`config.mk`:
```
export PLATFORM = sky130hd
export DESIGN_NAME = irq_alias_regbank
export DESIGN_NICKNAME = d
export VERILOG_FILES = /design/src/rtl/irq_alias_pkg.sv /design/src/rtl/irq_addr_decode.sv /design/src/rtl/irq_pend_bank.sv /design/src/rtl/irq_mask_reg.sv /design/src/rtl/irq_alias_regbank.sv
export SDC_FILE = /design/constraint.sdc
export NUM_CORES = 1
export LEC_CHECK = 0
export BUFFER_PORTS_ARGS = -buffer_cell sky130_fd_sc_hd__buf_4
export CAP_MARGIN = 20
export CORE_MARGIN = 10
export CORE_UTILIZATION = 41
export DETAILED_ROUTE_END_ITERATION = 7
export GPL_TIMING_DRIVEN = 0
export PLACE_DENSITY = 0.91
export SYNTH_ARGS = -nofsm -noshare
export SYNTH_HDL_FRONTEND = slang
export SYNTH_SLANG_ARGS = --single-unit
```
`constraint.sdc`:
```
create_clock -name clk -period 1.66 [get_ports clk]
set_input_delay 0.083 -clock clk [delete_from_list [all_inputs] [get_ports clk]]
set_output_delay 0.083 -clock clk [all_outputs]
set_load 0.01 [all_outputs]
```
`src/rtl/irq_alias_pkg.sv`:
```
package irq_alias_pkg;

    localparam int DOM_N  = 8;
    localparam int DATA_W = 32;
    localparam int ADDR_W = 8;

    localparam logic [ADDR_W-1:0] OFS_RAW  = 8'h00;
    localparam logic [ADDR_W-1:0] OFS_STAT = 8'h04;
    localparam logic [ADDR_W-1:0] OFS_ENS  = 8'h08;
    localparam logic [ADDR_W-1:0] OFS_ENC  = 8'h0C;

    typedef enum logic [1:0] {
        SEL_NONE = 2'd0,
        SEL_RAW  = 2'd1,
        SEL_STAT = 2'd2,
        SEL_MASK = 2'd3
    } rd_sel_e;

    typedef struct packed {
        logic raw_set;
        logic stat_clr;
        logic en_set;
        logic en_clr;
    } wr_strb_t;

    function automatic rd_sel_e addr_to_sel(input logic [ADDR_W-1:0] a);
        case (a)
            OFS_RAW:          return SEL_RAW;
            OFS_STAT:         return SEL_STAT;
            OFS_ENS, OFS_ENC: return SEL_MASK;
            default:          return SEL_NONE;
        endcase
    endfunction

endpackage

```
`src/rtl/irq_addr_decode.sv`:
```
module irq_addr_decode
    import irq_alias_pkg::*;
(
    input  logic              wr_en,
    input  logic [ADDR_W-1:0] addr,
    output wr_strb_t          strb,
    output rd_sel_e           sel
);

    always_comb begin
        strb          = '0;
        strb.raw_set  = wr_en && (addr == OFS_RAW);
        strb.stat_clr = wr_en && (addr == OFS_STAT);
        strb.en_set   = wr_en && (addr == OFS_ENS);
        strb.en_clr   = wr_en && (addr == OFS_ENC);
        sel           = addr_to_sel(addr);
    end

endmodule

```
`src/rtl/irq_pend_bank.sv`:
```
module irq_pend_bank #(
    parameter int NB = 8
) (
    input  logic          clk,
    input  logic          rst_n,
    input  logic [NB-1:0] sw_set,
    input  logic [NB-1:0] sw_clr,
    input  logic [NB-1:0] hw_set,
    output logic [NB-1:0] pend
);

    for (genvar i = 0; i < NB; i++) begin : g_flag
        always_ff @(posedge clk) begin
            if (!rst_n) begin
                pend[i] <= 1'b0;
            end else if (hw_set[i] || sw_set[i]) begin
                pend[i] <= 1'b1;
            end else if (sw_clr[i]) begin
                pend[i] <= 1'b0;
            end
        end
    end

endmodule

```
`src/rtl/irq_mask_reg.sv`:
```
module irq_mask_reg #(
    parameter int NB = 8
) (
    input  logic          clk,
    input  logic          rst_n,
    input  logic [NB-1:0] set_bits,
    input  logic [NB-1:0] clr_bits,
    output logic [NB-1:0] mask
);

    always_ff @(posedge clk) begin
        if (!rst_n) begin
            mask <= '0;
        end else begin
            mask <= (mask | set_bits) & ~clr_bits;
        end
    end

endmodule

```
`src/rtl/irq_alias_regbank.sv`:
```
module irq_alias_regbank
    import irq_alias_pkg::*;
#(
    parameter int NDOM  = DOM_N,
    parameter int DWID  = DATA_W
) (
    input  logic              clk,
    input  logic              rst_n,
    input  logic              wr_en,
    input  logic [ADDR_W-1:0] addr,
    input  logic [DWID-1:0]   wdata,
    output logic [DWID-1:0]   rdata,
    input  logic [NDOM-1:0]   hw_evt,
    output logic              irq_out
);

    wr_strb_t        strb;
    rd_sel_e         sel;
    logic [NDOM-1:0] wlo;
    logic [NDOM-1:0] pend_q;
    logic [NDOM-1:0] mask_q;
    logic [NDOM-1:0] rd_lo;
    logic            irq_q;
    logic            unused_rsvd;

    assign wlo         = wdata[NDOM-1:0];
    assign unused_rsvd = ^wdata[DWID-1:NDOM];

    irq_addr_decode u_dec (
        .wr_en (wr_en),
        .addr  (addr),
        .strb  (strb),
        .sel   (sel)
    );

    irq_pend_bank #(.NB(NDOM)) u_pend (
        .clk    (clk),
        .rst_n  (rst_n),
        .sw_set (strb.raw_set  ? wlo : '0),
        .sw_clr (strb.stat_clr ? wlo : '0),
        .hw_set (hw_evt),
        .pend   (pend_q)
    );

    irq_mask_reg #(.NB(NDOM)) u_mask (
        .clk      (clk),
        .rst_n    (rst_n),
        .set_bits (strb.en_set ? wlo : '0),
        .clr_bits (strb.en_clr ? wlo : '0),
        .mask     (mask_q)
    );

    always_comb begin
        case (sel)
            SEL_RAW:  rd_lo = pend_q;
            SEL_STAT: rd_lo = pend_q & mask_q;
            SEL_MASK: rd_lo = mask_q;
            default:  rd_lo = '0;
        endcase
        rdata             = '0;
        rdata[NDOM-1:0]   = rd_lo;
    end

    always_ff @(posedge clk) begin
        if (!rst_n) begin
            irq_q <= 1'b0;
        end else begin
            irq_q <= |(pend_q & mask_q);
        end
    end

    assign irq_out = irq_q;

endmodule

```
Word-level counts from Yosys, hierarchy flattened
Index checks and enable logic that the tools add are counted.
{"block": "word_totals", "input_bits": 51, "reg_bits": 17, "word_cells": 65}
{"block": "op_classes", "eq_ne": 6, "n_mux": 22, "n_reduce_logical": 23, "n_bitwise": 4}
{"cell": "$mux 8", "n": 4}
{"cell": "$pmux 8 s3", "n": 1}
{"cell": "$and 8x8->8", "n": 2}
{"cell": "$eq 8x4->1 const B", "n": 2}
{"cell": "$mux 1", "n": 16}
{"cell": "$reduce_bool 2->1", "n": 8}
{"cell": "$eq 8x3->1 const B", "n": 1}
{"cell": "$logic_not 8->1", "n": 1}
{"cell": "$logic_or 1x1->1", "n": 8}
{"cell": "$not 8->8", "n": 1}
{"cell": "$or 8x8->8", "n": 1}
{"cell": "$reduce_or 8->1", "n": 1}
{"cell": "$pmux 2 s3", "n": 1}
{"cell": "$eq 2x2->1 const B", "n": 2}
{"cell": "$logic_and 1x1->1", "n": 4}
{"cell": "$eq 2x1->1 const B", "n": 1}
{"cell": "$reduce_or 2->1", "n": 1}

Depth between registers and ports, before layout
Gate-level depths: netlist of run 1.
{"block": "depth", "depth_word": 5, "ltp_mapped": 4, "depth_no_buf": 3}

Modules after synthesis
A second synthesis of run 1 with hierarchy kept.
{"block": "unflattened", "hier_cells": 152, "area_unflattened_um2": 1302.5}
{"mod": "irq_alias_regbank", "seq_area_each_um2": 20.0, "area_each_um2": 624.3, "n_inst": 1, "cells_per_inst": 91}
{"mod": "irq_mask_reg", "seq_area_each_um2": 160.2, "area_each_um2": 290.3, "n_inst": 1, "cells_per_inst": 24}
{"mod": "irq_pend_bank", "seq_area_each_um2": 160.2, "area_each_um2": 285.3, "n_inst": 1, "cells_per_inst": 25}
{"mod": "irq_addr_decode", "seq_area_each_um2": 0.0, "area_each_um2": 102.6, "n_inst": 1, "cells_per_inst": 12}

Worst setup path after synthesis of run 1
No wires, ideal clock.
{"block": "synth_timing", "path_kind": "input-to-reg", "startpoint": "input port addr[5]", "endpoint": "register u_pend.pend[0]", "path_slack_ps": 395, "cell_stages": 4, "arrival_ps": 1138, "cell_sequence": "or4_4 -> buf_6 -> o41ai_2 -> a21oi_1"}
{"block": "synth_via", "elab_chain_len": 5, "elab_cells_between_ends": 9, "classes_between": "eq/ne: 1; mux: 3; reduce/logical: 5"}
{"item": "start: declaration", "line": "irq_alias_regbank.sv:10", "text": "input logic [ADDR_W-1:0] addr,"}
{"item": "$logic_not 8->1", "line": "irq_addr_decode.sv:12", "text": "strb.raw_set = wr_en && (addr == OFS_RAW);"}
{"item": "$logic_and 1x1->1", "line": "irq_addr_decode.sv:12"}
{"item": "$mux 8", "line": "irq_alias_regbank.sv:39", "text": ".sw_set (strb.raw_set ? wlo : '0),"}
{"item": "$logic_or 1x1->1", "line": "irq_pend_bank.sv:16", "text": "end else if (hw_set[i] || sw_set[i]) begin"}
{"item": "$mux 1 or $reduce_bool 2->1 (tied branches)"}
{"item": "end signal: indexed assignment", "line": "irq_pend_bank.sv:15", "text": "pend[i] <= 1'b0;"}
{"item": "end signal: indexed assignment", "line": "irq_pend_bank.sv:17", "text": "pend[i] <= 1'b1;"}
{"item": "end signal: indexed assignment", "line": "irq_pend_bank.sv:19", "text": "pend[i] <= 1'b0;"}
{"item": "end: declaration", "line": "irq_pend_bank.sv:9", "text": "output logic [NB-1:0] pend"}
Several ways; a longest one is shown, not always the timed one.
A chain may end at the register's enable or synchronous reset.

Worst setup path in the final report of run 1
{"block": "layout_timing", "startpoint": "input port addr[2]", "endpoint": "output port rdata[6]"}
{"block": "layout_via", "elab_chain_len": 5, "elab_cells_between_ends": 10, "classes_between": "eq/ne: 6; mux: 2; reduce/logical: 2"}
{"item": "$eq 8x4->1", "line": "irq_alias_pkg.sv:27", "text": "case (a)"}
{"item": "$reduce_or 2->1", "line": "irq_alias_pkg.sv:27"}
{"item": "$pmux 2 s3 (*)", "line": "irq_alias_pkg.sv:27"}
{"item": "$eq 2x2->1 or $eq 2x1->1 (tied branches)", "line": "irq_alias_regbank.sv:54", "text": "case (sel)"}
{"item": "$pmux 8 s3 (*)", "line": "irq_alias_regbank.sv:54"}
{"item": "end: declaration", "line": "irq_alias_regbank.sv:12", "text": "output logic [DWID-1:0] rdata,"}
Mark *: on every way between the ends. The rest lies on a longest branch, timed or not.

==> results of run 1 <==
critical path, stage by stage:
cell and delay (ns):
buf_4 0.13, nor2_1 0.36, clkbuf_1 0.41, o22ai_1 0.16, nor2_1 0.14, buf_4 0.14
layer usage:
metal / vias up / routed length [µm]
met3: 6 / 501
met5: - / 0
met1: 549 / 1390
met4: 0 / 41
met2: 61 / 1690
li1: 615 / -
cell usage after synthesis, drive strengths merged:
| cell type | number | share of area |
|---|---|---|
| and2 | 7 | 0.035 |
| o31ai | 1 | 0.0060 |
| a31oi | 1 | 0.0050 |
| conb | 1 | 0.0030 |
| o22ai | 8 | 0.040 |
| nor2 | 10 | 0.030 |
| dfxtp | 17 | 0.27 |
| inv | 1 | 0.0030 |
| buf | 28 | 0.17 |
| mux2i | 8 | 0.064 |
| nand2 | 16 | 0.048 |
| o41ai | 7 | 0.092 |
| clkbuf | 5 | 0.015 |
| a21oi | 8 | 0.032 |
| or2b | 1 | 0.0070 |
| nand4b | 1 | 0.0070 |
| or2 | 1 | 0.0050 |
| nor4bb | 2 | 0.016 |
| nand2b | 1 | 0.0050 |
| a41oi | 8 | 0.056 |
| a22oi | 4 | 0.024 |
| nor4 | 1 | 0.017 |
| nand3 | 8 | 0.032 |
| or4 | 1 | 0.0091 |
path summary, 6_finish.rpt:
kind / start / endpoint / slack (ns)
worst max-delay path: addr[2] / rdata[6] / 0.14
worst min-delay path: hw_evt[4] / u_pend.pend[4]$_SDFFE_PN0P_ / 0.04
worst max register to register: u_pend.pend[2]$_SDFFE_PN0P_ / irq_out$_SDFF_PN0_ / 0.82
worst min register to register: u_pend.pend[1]$_SDFFE_PN0P_ / u_pend.pend[1]$_SDFFE_PN0P_ / 0.49
stage by stage:
step	setup WS, ns	cell area, µm²	hold WS (ns)	instances
global placement	0.0130	1620	0.347	234
detailed placement	0.0211	1620	0.357	234
floorplan	0.395	1330	0.252	169
global route	0.0500	1660	0.0524	239
finish	0.142	1660	0.0395	239
CTS	0.00991	1650	0.0476	238
kinds of logic after synthesis:
kind of cell | Yosys count | share of synthesized area
AND/OR/NAND/NOR | 49 | 0.212
AO/OA/AOI/OAI | 37 | 0.256
buffers and inverters | 34 | 0.191
flip-flops | 17 | 0.274
multiplexers | 8 | 0.0644
other | 1 | 0.00302
sequential cells by signal, indices dropped and copies added, names as in the netlist:
register and count:
u_pend.pend 8, u_mask.mask 8, irq_out 1
power breakdown:
| part | switching (mW) | internal, mW |
|---|---|---|
| Sequential | 0.0147 | 0.422 |
| Clock | 0.148 | 0.0899 |
| Combinational | 0.121 | 0.121 |
area by class of cell:
type                    instances  area share
flip-flops and latches         17       0.205
multi-input cells             118       0.453
clock buffers                   3      0.0136
inverters                       1     0.00226
clock inverters                 1     0.00302
plain buffers                  33       0.141
well taps                      31      0.0234
repair buffers                 35       0.158
cell usage in the layout (no fill, tap or decap), drive strengths merged, types with 8 or more instances in the layout:
master	count
buf	63
o22ai	8
clkbuf	8
nand3	8
conb	24
mux2i	8
nand2	16
a21oi	8
dfxtp	17
a41oi	8
nor2	10
==> key figures, run 1 <==
Status
  • Outcome: finished clean

Critical path
  • WP data arrival: roughly 1.4 ns
  • WP data required: 1.58 ns
  • Worst Path Class, Setup: input pin to output port
  • CP max FO: 10
  • CP Capture Type: output port
  • R2r worst-path depth: 2
  • Startpoint types: input pin

Power and ir drop
  • Leak: 0.775 nW
  • Total Power: 0.916 mW
  • Worst vdd ir: 0.440 mV
  • PwrDens: roughly 550 nW/µm²

Placed design
  • Final HPWL DP: ~2.9 mm
  • Routability cong.: 0.854
  • IO buf count: 34

Synthesis
  • Synthesized area: 1240 µm²
  • Avg Inst Size Synth: 8.52 µm²
  • Syn. warnings: 0
  • Syn Inst Count: 146
  • Yosys reg bits: 17
  • Synth cell types: 28
  • Sequential share of the synthesized area: 0.274

CTS
  • Clk buf depth: 2
  • CTS tree: yes
  • Worst-skew pair later-pin latency: roughly 0.3 ns
  • Clock transition at path regs: approximately 0.11 ns
  • # resized after CTS: 0
  • Hold-fix buffers at CTS: 0
  • H-tree Lvls: 1
  • CTS Buf Count: 3
  • Root Driver: clkbuf_4
  • Clock tree sinks: 17
  • Setup Fix Bufs, Post-CTS: 0

GRT
  • Routing usage on met3: 0.0420
  • Pin count of the biggest net entering global routing: 11
  • Global route overflow: 0
  • Total Routing Usage GR: 0.123
  • Vias in the first global route: about 1.2k
  • Initial antenna violation count: 0
  • Global-route wire length before repair: between 5 and 6 mm
  • Met1 GRT Util: 0.147
  • Met2 Use GR: 0.204
  • Global route hottest layer: met2

Drt
  • Final ANT Viol Nets: 0
  • DR pass1 iterations: 6
  • Final wirelength: approximately 3.6 mm
  • Residual DRC: 0
  • Routed via count: between 1k and 1.5k
  • DR iter-0 viols: roughly 130
  • Routed len/inst: between 15 and 20 µm
  • Average vias per placed instance: 5.15

Die
  • Chip Width: 75.1 µm
  • Die H: 75.1 µm
  • Ports: 84
  • Site Rows: 19
  • Initial Util: 0.440
  • Total core area: 2830 µm²
  • Die area: 5640 µm²

Timing
  • Setup violators final: 0
  • Slew HR: 0.589
  • Slew @ Worst Pin: 0.614 ns
  • RSZ-0062 raised after global routing: no
  • Period utilization: 0.914
  • Layout Skew: 0.00417 ns
  • Fmax: ~0.66 GHz
  • Slew Limit Fails: 0
  • Fin Setup TNS: 0 ns
  • Post-layout min period: 1.52 ns
  • Hold Vio Cnt, Final: 0

Finish
  • Final nets: 260
  • Filler cells: 269
  • Finished Core Util: 0.586
  • Share of layout cells above drive strength 1: 0.375
  • Area occupied by multi-input gates: 752 µm²
  • # diodes: 0
  • Reg area: 340 µm²
  • Syn-to-layout area delta: 33.4%

Min path
  • Hold Crit Class: input pin to flop
  • Hold depth: 3

Flow run
  • Max_cap viols: 0
No activity file was read; power rests on OpenSTA's default activity.
==> run 2, diff against run 1 <==
CORE_MARGIN = 4   (was 10)
CORE_UTILIZATION = 43   (was 41)
CTS_BUF_LIST = sky130_fd_sc_hd__clkbuf_2 sky130_fd_sc_hd__clkbuf_4 sky130_fd_sc_hd__clkbuf_8   (was default)
CTS_CLUSTER_SIZE = 25   (was default)
PLACE_DENSITY = 0.94   (was 0.91)
==> run 2 against run 1 <==
  * Die area decreased by 32%
  * Clock skew decreased by 0.00081 ns
  * Clock-buffer cell count increased by 1
  * First-iteration DRC count decreased by 35%
  * Worst hold slack improved by 0.0025 ns
  * Cell count increased by 0.42%
  * Non-clock buffer count increased by 1
  * Total power increased by 2.0%
  * Combinational power about the same
  * Global-route usage increased by 6.4 points
  * Maximum frequency decreased by 4.5%
  * Highest routed layer unchanged
==> key figures, run 2 (synthesis gave the netlist of run 1 again) <==
Status
  • Outcome: finished clean

GRT
  • Total Routing Usage GR: 0.187 (+0.0637)
  • Global-route wire length before repair: 5.24 mm (-7.0%)
  • Initial antenna violation count: 0 (unchanged)
  • Pin count of the biggest net entering global routing: 11 (unchanged)
  • Global route overflow: 0 (unchanged)
  • Vias in the first global route: 1144 (-5.4%)

Timing
  • Fin Setup TNS: 0 ns (unchanged)
  • Fmax: 0.629 GHz (-4.5%)
  • Slew HR: 0.567 (-0.0221)
  • Slew Limit Fails: 0 (unchanged)
  • Hold Vio Cnt, Final: 0 (unchanged)
  • Post-layout min period: 1.59 ns (+0.0721 ns)
  • Period utilization: 0.958 (+0.0434)
  • Slew @ Worst Pin: 0.648 ns (+0.0331 ns)
  • Layout Skew: 0.00336 ns (-0.000810 ns)
  • Setup violators final: 0 (unchanged)

CTS
  • Clock transition at path regs: 0.10 ns (about the same)
  • Clock tree sinks: 17 (unchanged)
  • CTS tree: yes
  • Root Driver: clkbuf_4
  • CTS Buf Count: 3 (unchanged)
  • Hold-fix buffers at CTS: 0 (unchanged)
  • Worst-skew pair later-pin latency: 0.30 ns (about the same)
  • Clk buf depth: 2 (unchanged)
  • H-tree Lvls: 1 (unchanged)

Die
  • Chip Width: 61.8 µm (-18%)
  • Total core area: 2760 µm² (-2.5%)
  • Site Rows: 19 (unchanged)
  • Initial Util: 0.451 (+0.0114)
  • Ports: 84 (unchanged)
  • Die H: 61.8 µm (-18%)
  • Die area: 3820 µm² (-32%)

Critical path
  • CP max FO: 10 (unchanged)
  • WP data arrival: 1.51 ns (+0.08 ns)
  • WP data required: 1.58 ns (about the same)
  • CP Capture Type: output port
  • Worst Path Class, Setup: input pin to output port
  • Startpoint types: input pin
  • Crit path launch: addr[6]
  • R2R Path Start: u_pend.pend[2]$_SDFFE_PN0P_

Power and ir drop
  • PwrDens: 559 nW/µm² (+1.2%)
  • Worst vdd ir: 0.397 mV (-9.8%)
  • Total Power: 0.934 mW (+2.0%)
  • Leak: 0.781 nW (+0.71%)

Drt
  • Final ANT Viol Nets: 0 (unchanged)
  • Final wirelength: 3.43 mm (-5.3%)
  • Average vias per placed instance: 5.33 (+3.5%)
  • DR iter-0 viols: 82 (-35%)
  • Residual DRC: 0 (unchanged)
  • Routed via count: 1279 (+3.9%)
  • Routed len/inst: 14.3 µm (-5.7%)
  • DR pass1 iterations: 4 (-2)

Finish
  • Filler cells: 247 (-8.2%)
  • Syn-to-layout area delta: 34.4%
  • Final Cell Area: 1670 µm² (+0.75%)
  • Commonest cells after routing, fill and taps aside: buf_4, conb_1, dfxtp_1
  • # diodes: 0 (unchanged)
  • Final nets: 261 (+0.38%)
  • Commonest non-fill, non-tap cell in the layout: buf_4
  • Share of layout cells above drive strength 1: 0.378 (+0.00299)

Min path
  • Hold Crit Class: input pin to flop
  • Min-delay src: hw_evt[0]

Flow run
  • Max_cap viols: 0 (unchanged)

Placed design
  • Final HPWL DP: 2.54 mm (-12%)
  • IO buf count: 34 (unchanged)
  • Routability cong.: 0.849 (-0.60%)
  • Placed Area: 1620 µm² (unchanged)
## run 2: routing by layer
layer  GRT usage  vias up  wire length [µm]
met5           0        -                 0
met4      0.0879        0                76
met3      0.0475       10               418
met2       0.297       83              1640
met1       0.235      568              1300
li1            -      618                 -
## run 2: what timing repair did
item	4_1_cts	5_1_grt
endpoints found under the setup margin	0	8
buffers inserted	0	2
resized for setup	0	1
## run 2: path summary, 6_finish.rpt
kind / cells after the start / end / slack, ns
max: 6 / rdata[2] / 0.07
min: 3 / u_pend.pend[0]$_SDFFE_PN0P_ / 0.04
max reg2reg: 2 / irq_out$_SDFF_PN0_ / 0.82
min reg2reg: 2 / u_mask.mask[2]$_SDFF_PN0_ / 0.49
## run 2: area by class of cell
| type | count | area, µm² | area share |
|---|---|---|---|
| inverters | 1 | 3.75 | 0.00225 |
| clock buffers | 4 | 30.0 | 0.0180 |
| well taps | 31 | 38.8 | 0.0232 |
| repair buffers | 36 | 270 | 0.162 |
| plain buffers | 33 | 236 | 0.141 |
| multi-input cells | 118 | 752 | 0.450 |
| flip-flops and latches | 17 | 340 | 0.204 |
## run 2: worst max-delay path, cell delays in order
cell      delay [ns]
buf_4           0.13
nor4_4          0.46
clkbuf_4        0.31
nand2_1         0.21
nor2_1          0.19
buf_4           0.13
## run 2: report_power, final
part           switching, mW  internal [mW]  leakage [nW]
clock                  0.141          0.110        0.0184
combinational          0.123          0.122         0.623
sequential            0.0159          0.422         0.140
## run 2: through the flow
step	instances	util	hold WS (ns)	setup WS (ns)
after global routing	240	0.606	0.0544	-0.0806
after global placement	234	0.589	0.348	0.0390
after detailed placement	234	0.589	0.352	0.0591
after CTS	238	0.600	0.0452	0.0518
after floorplan	169	-	0.252	0.395
final	240	0.606	0.0420	0.0701
==> run 3, diff against run 2 <==
SETUP_SLACK_MARGIN = 0.2   (was default)
==> run 3 against run 2 <==
  * Critical path depth did not move
  * Largest cell class unchanged
  * Maximum frequency rose by 17%
  * Worst hold slack gained 0.0018 ns
  * Design area down 0.22%
  * Global-route usage increased by 0.34 points
  * Clock skew hardly changed
  * First-iteration DRC count down 1.2%
  * Utilization decreased by 0.14 points
  * Sequential power about the same
  * Sequential cell count unchanged
  * Clock power about the same
==> key figures, run 3 (synthesis gave the netlist of run 1 again) <==
Status
  • Outcome: finished clean

Die
  • Total core area: 2760 µm² (unchanged)
  • Chip Width: 61.8 µm (unchanged)
  • Initial Util: 0.451 (unchanged)
  • Ports: 84 (unchanged)
  • Die area: 3820 µm² (unchanged)
  • Die H: 61.8 µm (unchanged)
  • Site Rows: 19 (unchanged)

Drt
  • DR iter-0 viols: 81 (-1.2%)
  • Final wirelength: 3.38 mm (-1.5%)
  • Routed len/inst: 14.1 µm (-1.1%)
  • Average vias per placed instance: 5.43 (+1.9%)
  • Residual DRC: 0 (unchanged)
  • Final ANT Viol Nets: 0 (unchanged)
  • Routed via count: 1298 (+1.5%)
  • DR pass1 iterations: 4 (unchanged)

Power and ir drop
  • P_int: 0.654 mW (about the same)
  • Net Switching: 0.276 mW (-1.1%)
  • Combinational share of power: 0.263 (about the same)
  • Seq pwr share: 0.470 (about the same)
  • Clock Power Share: 0.266 (-0.003)
  • PwrDens: 558 nW/µm² (-0.16%)
  • Worst vdd ir: 0.395 mV (-0.57%)
  • Leak: 0.780 nW (-0.10%)
  • Switching Share: 0.297 (-0.00227)

CTS
  • Clk buf depth: 2 (unchanged)
  • Clock transition at path regs: 0.10 ns (about the same)
  • Hold-fix buffers at CTS: 0 (unchanged)
  • Clock tree sinks: 17 (unchanged)
  • CTS Buf Count: 3 (unchanged)
  • Worst-skew pair later-pin latency: 0.30 ns (about the same)
  • CTS tree: yes
  • Root Driver: clkbuf_4
  • H-tree Lvls: 1 (unchanged)

Timing
  • Fmax: 0.735 GHz (+17%)
  • Setup violators final: 0 (unchanged)
  • Period utilization: 0.820 (-0.138)
  • RSZ-0062 raised after global routing: no
  • Slew Limit Fails: 0 (unchanged)
  • Min setup slack post-route: 0.299 ns (+0.229 ns)
  • Post-layout min period: 1.36 ns (-0.229 ns)
  • Layout Skew: 0.00311 ns (-0.000249 ns)
  • Fin Setup TNS: 0 ns (unchanged)
  • Hold Vio Cnt, Final: 0 (unchanged)

GRT
  • Global route overflow: 0 (unchanged)
  • Pin count of the biggest net entering global routing: 11 (unchanged)
  • Met2 Use GR: 0.308 (+0.0105)
  • Met1 GRT Util: 0.245 (+0.0100)
  • Routing usage on met3: 0.0393 (-0.00826)
  • Global route hottest layer: met2
  • Initial antenna violation count: 0 (unchanged)
  • Global-route wire length before repair: 5.34 mm (+2.0%)
  • Vias in the first global route: 1137 (-0.61%)
  • Total Routing Usage GR: 0.190 (+0.00340)

Finish
  • Share of layout cells above drive strength 1: 0.389 (+0.0114)
  • Final nets: 260 (-0.38%)
  • Commonest non-fill, non-tap cell in the layout: buf_4
  • # diodes: 0 (unchanged)
  • Commonest cells after routing, fill and taps aside: buf_4, conb_1, dfxtp_1
  • Syn-to-layout area delta: 34.1%
  • Final Cell Area: 1670 µm² (-0.22%)

Critical path
  • Worst Path Class, Setup: input pin to output port
  • CP Capture Type: output port
  • CP max FO: 10 (unchanged)
  • WP data arrival: 1.28 ns (-0.23 ns)
  • Worst reg-to-reg setup slack: 0.83 ns (about the same)
  • WP data required: 1.58 ns (about the same)
  • Startpoint types: input pin

Placed design
  • DP Worst Slack: 0.0591 ns (unchanged)
  • Placed Area: 1620 µm² (unchanged)
  • IO buf count: 34 (unchanged)
  • Final HPWL DP: 2.54 mm (unchanged)
  • Routability cong.: 0.849 (unchanged)

Flow run
  • Max_cap viols: 0 (unchanged)

Min path
  • Hold Crit Class: input pin to flop
run 3: changes by cell type in the layout (fill, tap and decap cells not counted), sizes merged:
cell	before	now
clkbuf	10	9
run 3: final cells by class:
| type | count | area (µm²) |
|---|---|---|
| fillers | 250 | 1090 |
| multi-input cells | 118 | 757 |
| flip-flops and latches | 17 | 340 |
| repair buffers | 35 | 263 |
| plain buffers | 33 | 235 |
| well taps | 31 | 38.8 |
| clock buffers | 4 | 30.0 |
| inverters | 1 | 3.75 |
run 3: worst max-delay path, stage by stage:
cell and delay, ns:
buf_4 0.13, nor2_1 0.38, clkbuf_2 0.32, o22ai_1 0.12, nor2_1 0.11, buf_4 0.13
run 3: per-stage QoR:
step | hold WS [ns] | power (mW) | std cells | util
2_1_floorplan | 0.252 | 0.597 | 169 | -
3_3_place_gp | 0.348 | 0.675 | 234 | 0.589
3_5_place_dp | 0.352 | 0.680 | 234 | 0.589
4_1_cts | 0.0452 | 0.922 | 239 | 0.603
5_1_grt | 0.0544 | 0.966 | 239 | 0.605
6_report | 0.0438 | 0.930 | 239 | 0.605
run 3: metal layers:
metal / vias up / wire (µm) / share of wire
met5: - / 0 / 0
met4: 0 / 68 / 0.020
met3: 10 / 423 / 0.13
met2: 83 / 1600 / 0.47
met1: 586 / 1290 / 0.38
li1: 619 / - / -
run 3: worst paths after layout:
check                              startpoint                     endpoint  cells past startpoint
hold / removal                      hw_evt[0]  u_pend.pend[0]$_SDFFE_PN0P_                      3
setup / recovery                      addr[2]                     rdata[7]                      6
hold reg to reg     u_mask.mask[1]$_SDFF_PN0_    u_mask.mask[1]$_SDFF_PN0_                      2
setup reg to reg  u_pend.pend[2]$_SDFFE_PN0P_           irq_out$_SDFF_PN0_                      2
run 3: timing repair:
action                     4_1_cts  5_1_grt
setup endpoints to repair        8        8
gates resized for setup          0        4
cloned                           0        0
pin swaps                        1        0
setup buffers                    1        0
run 3: power by group through the flow:
stage                     combinational, mW  sequential (mW)  clock (mW)
after CTS                             0.238            0.437       0.248
after global placement                0.230            0.445           0
final                                 0.245            0.438       0.248
after global routing                  0.267            0.439       0.260
after detailed placement              0.235            0.445           0
after floorplan                       0.155            0.441           0
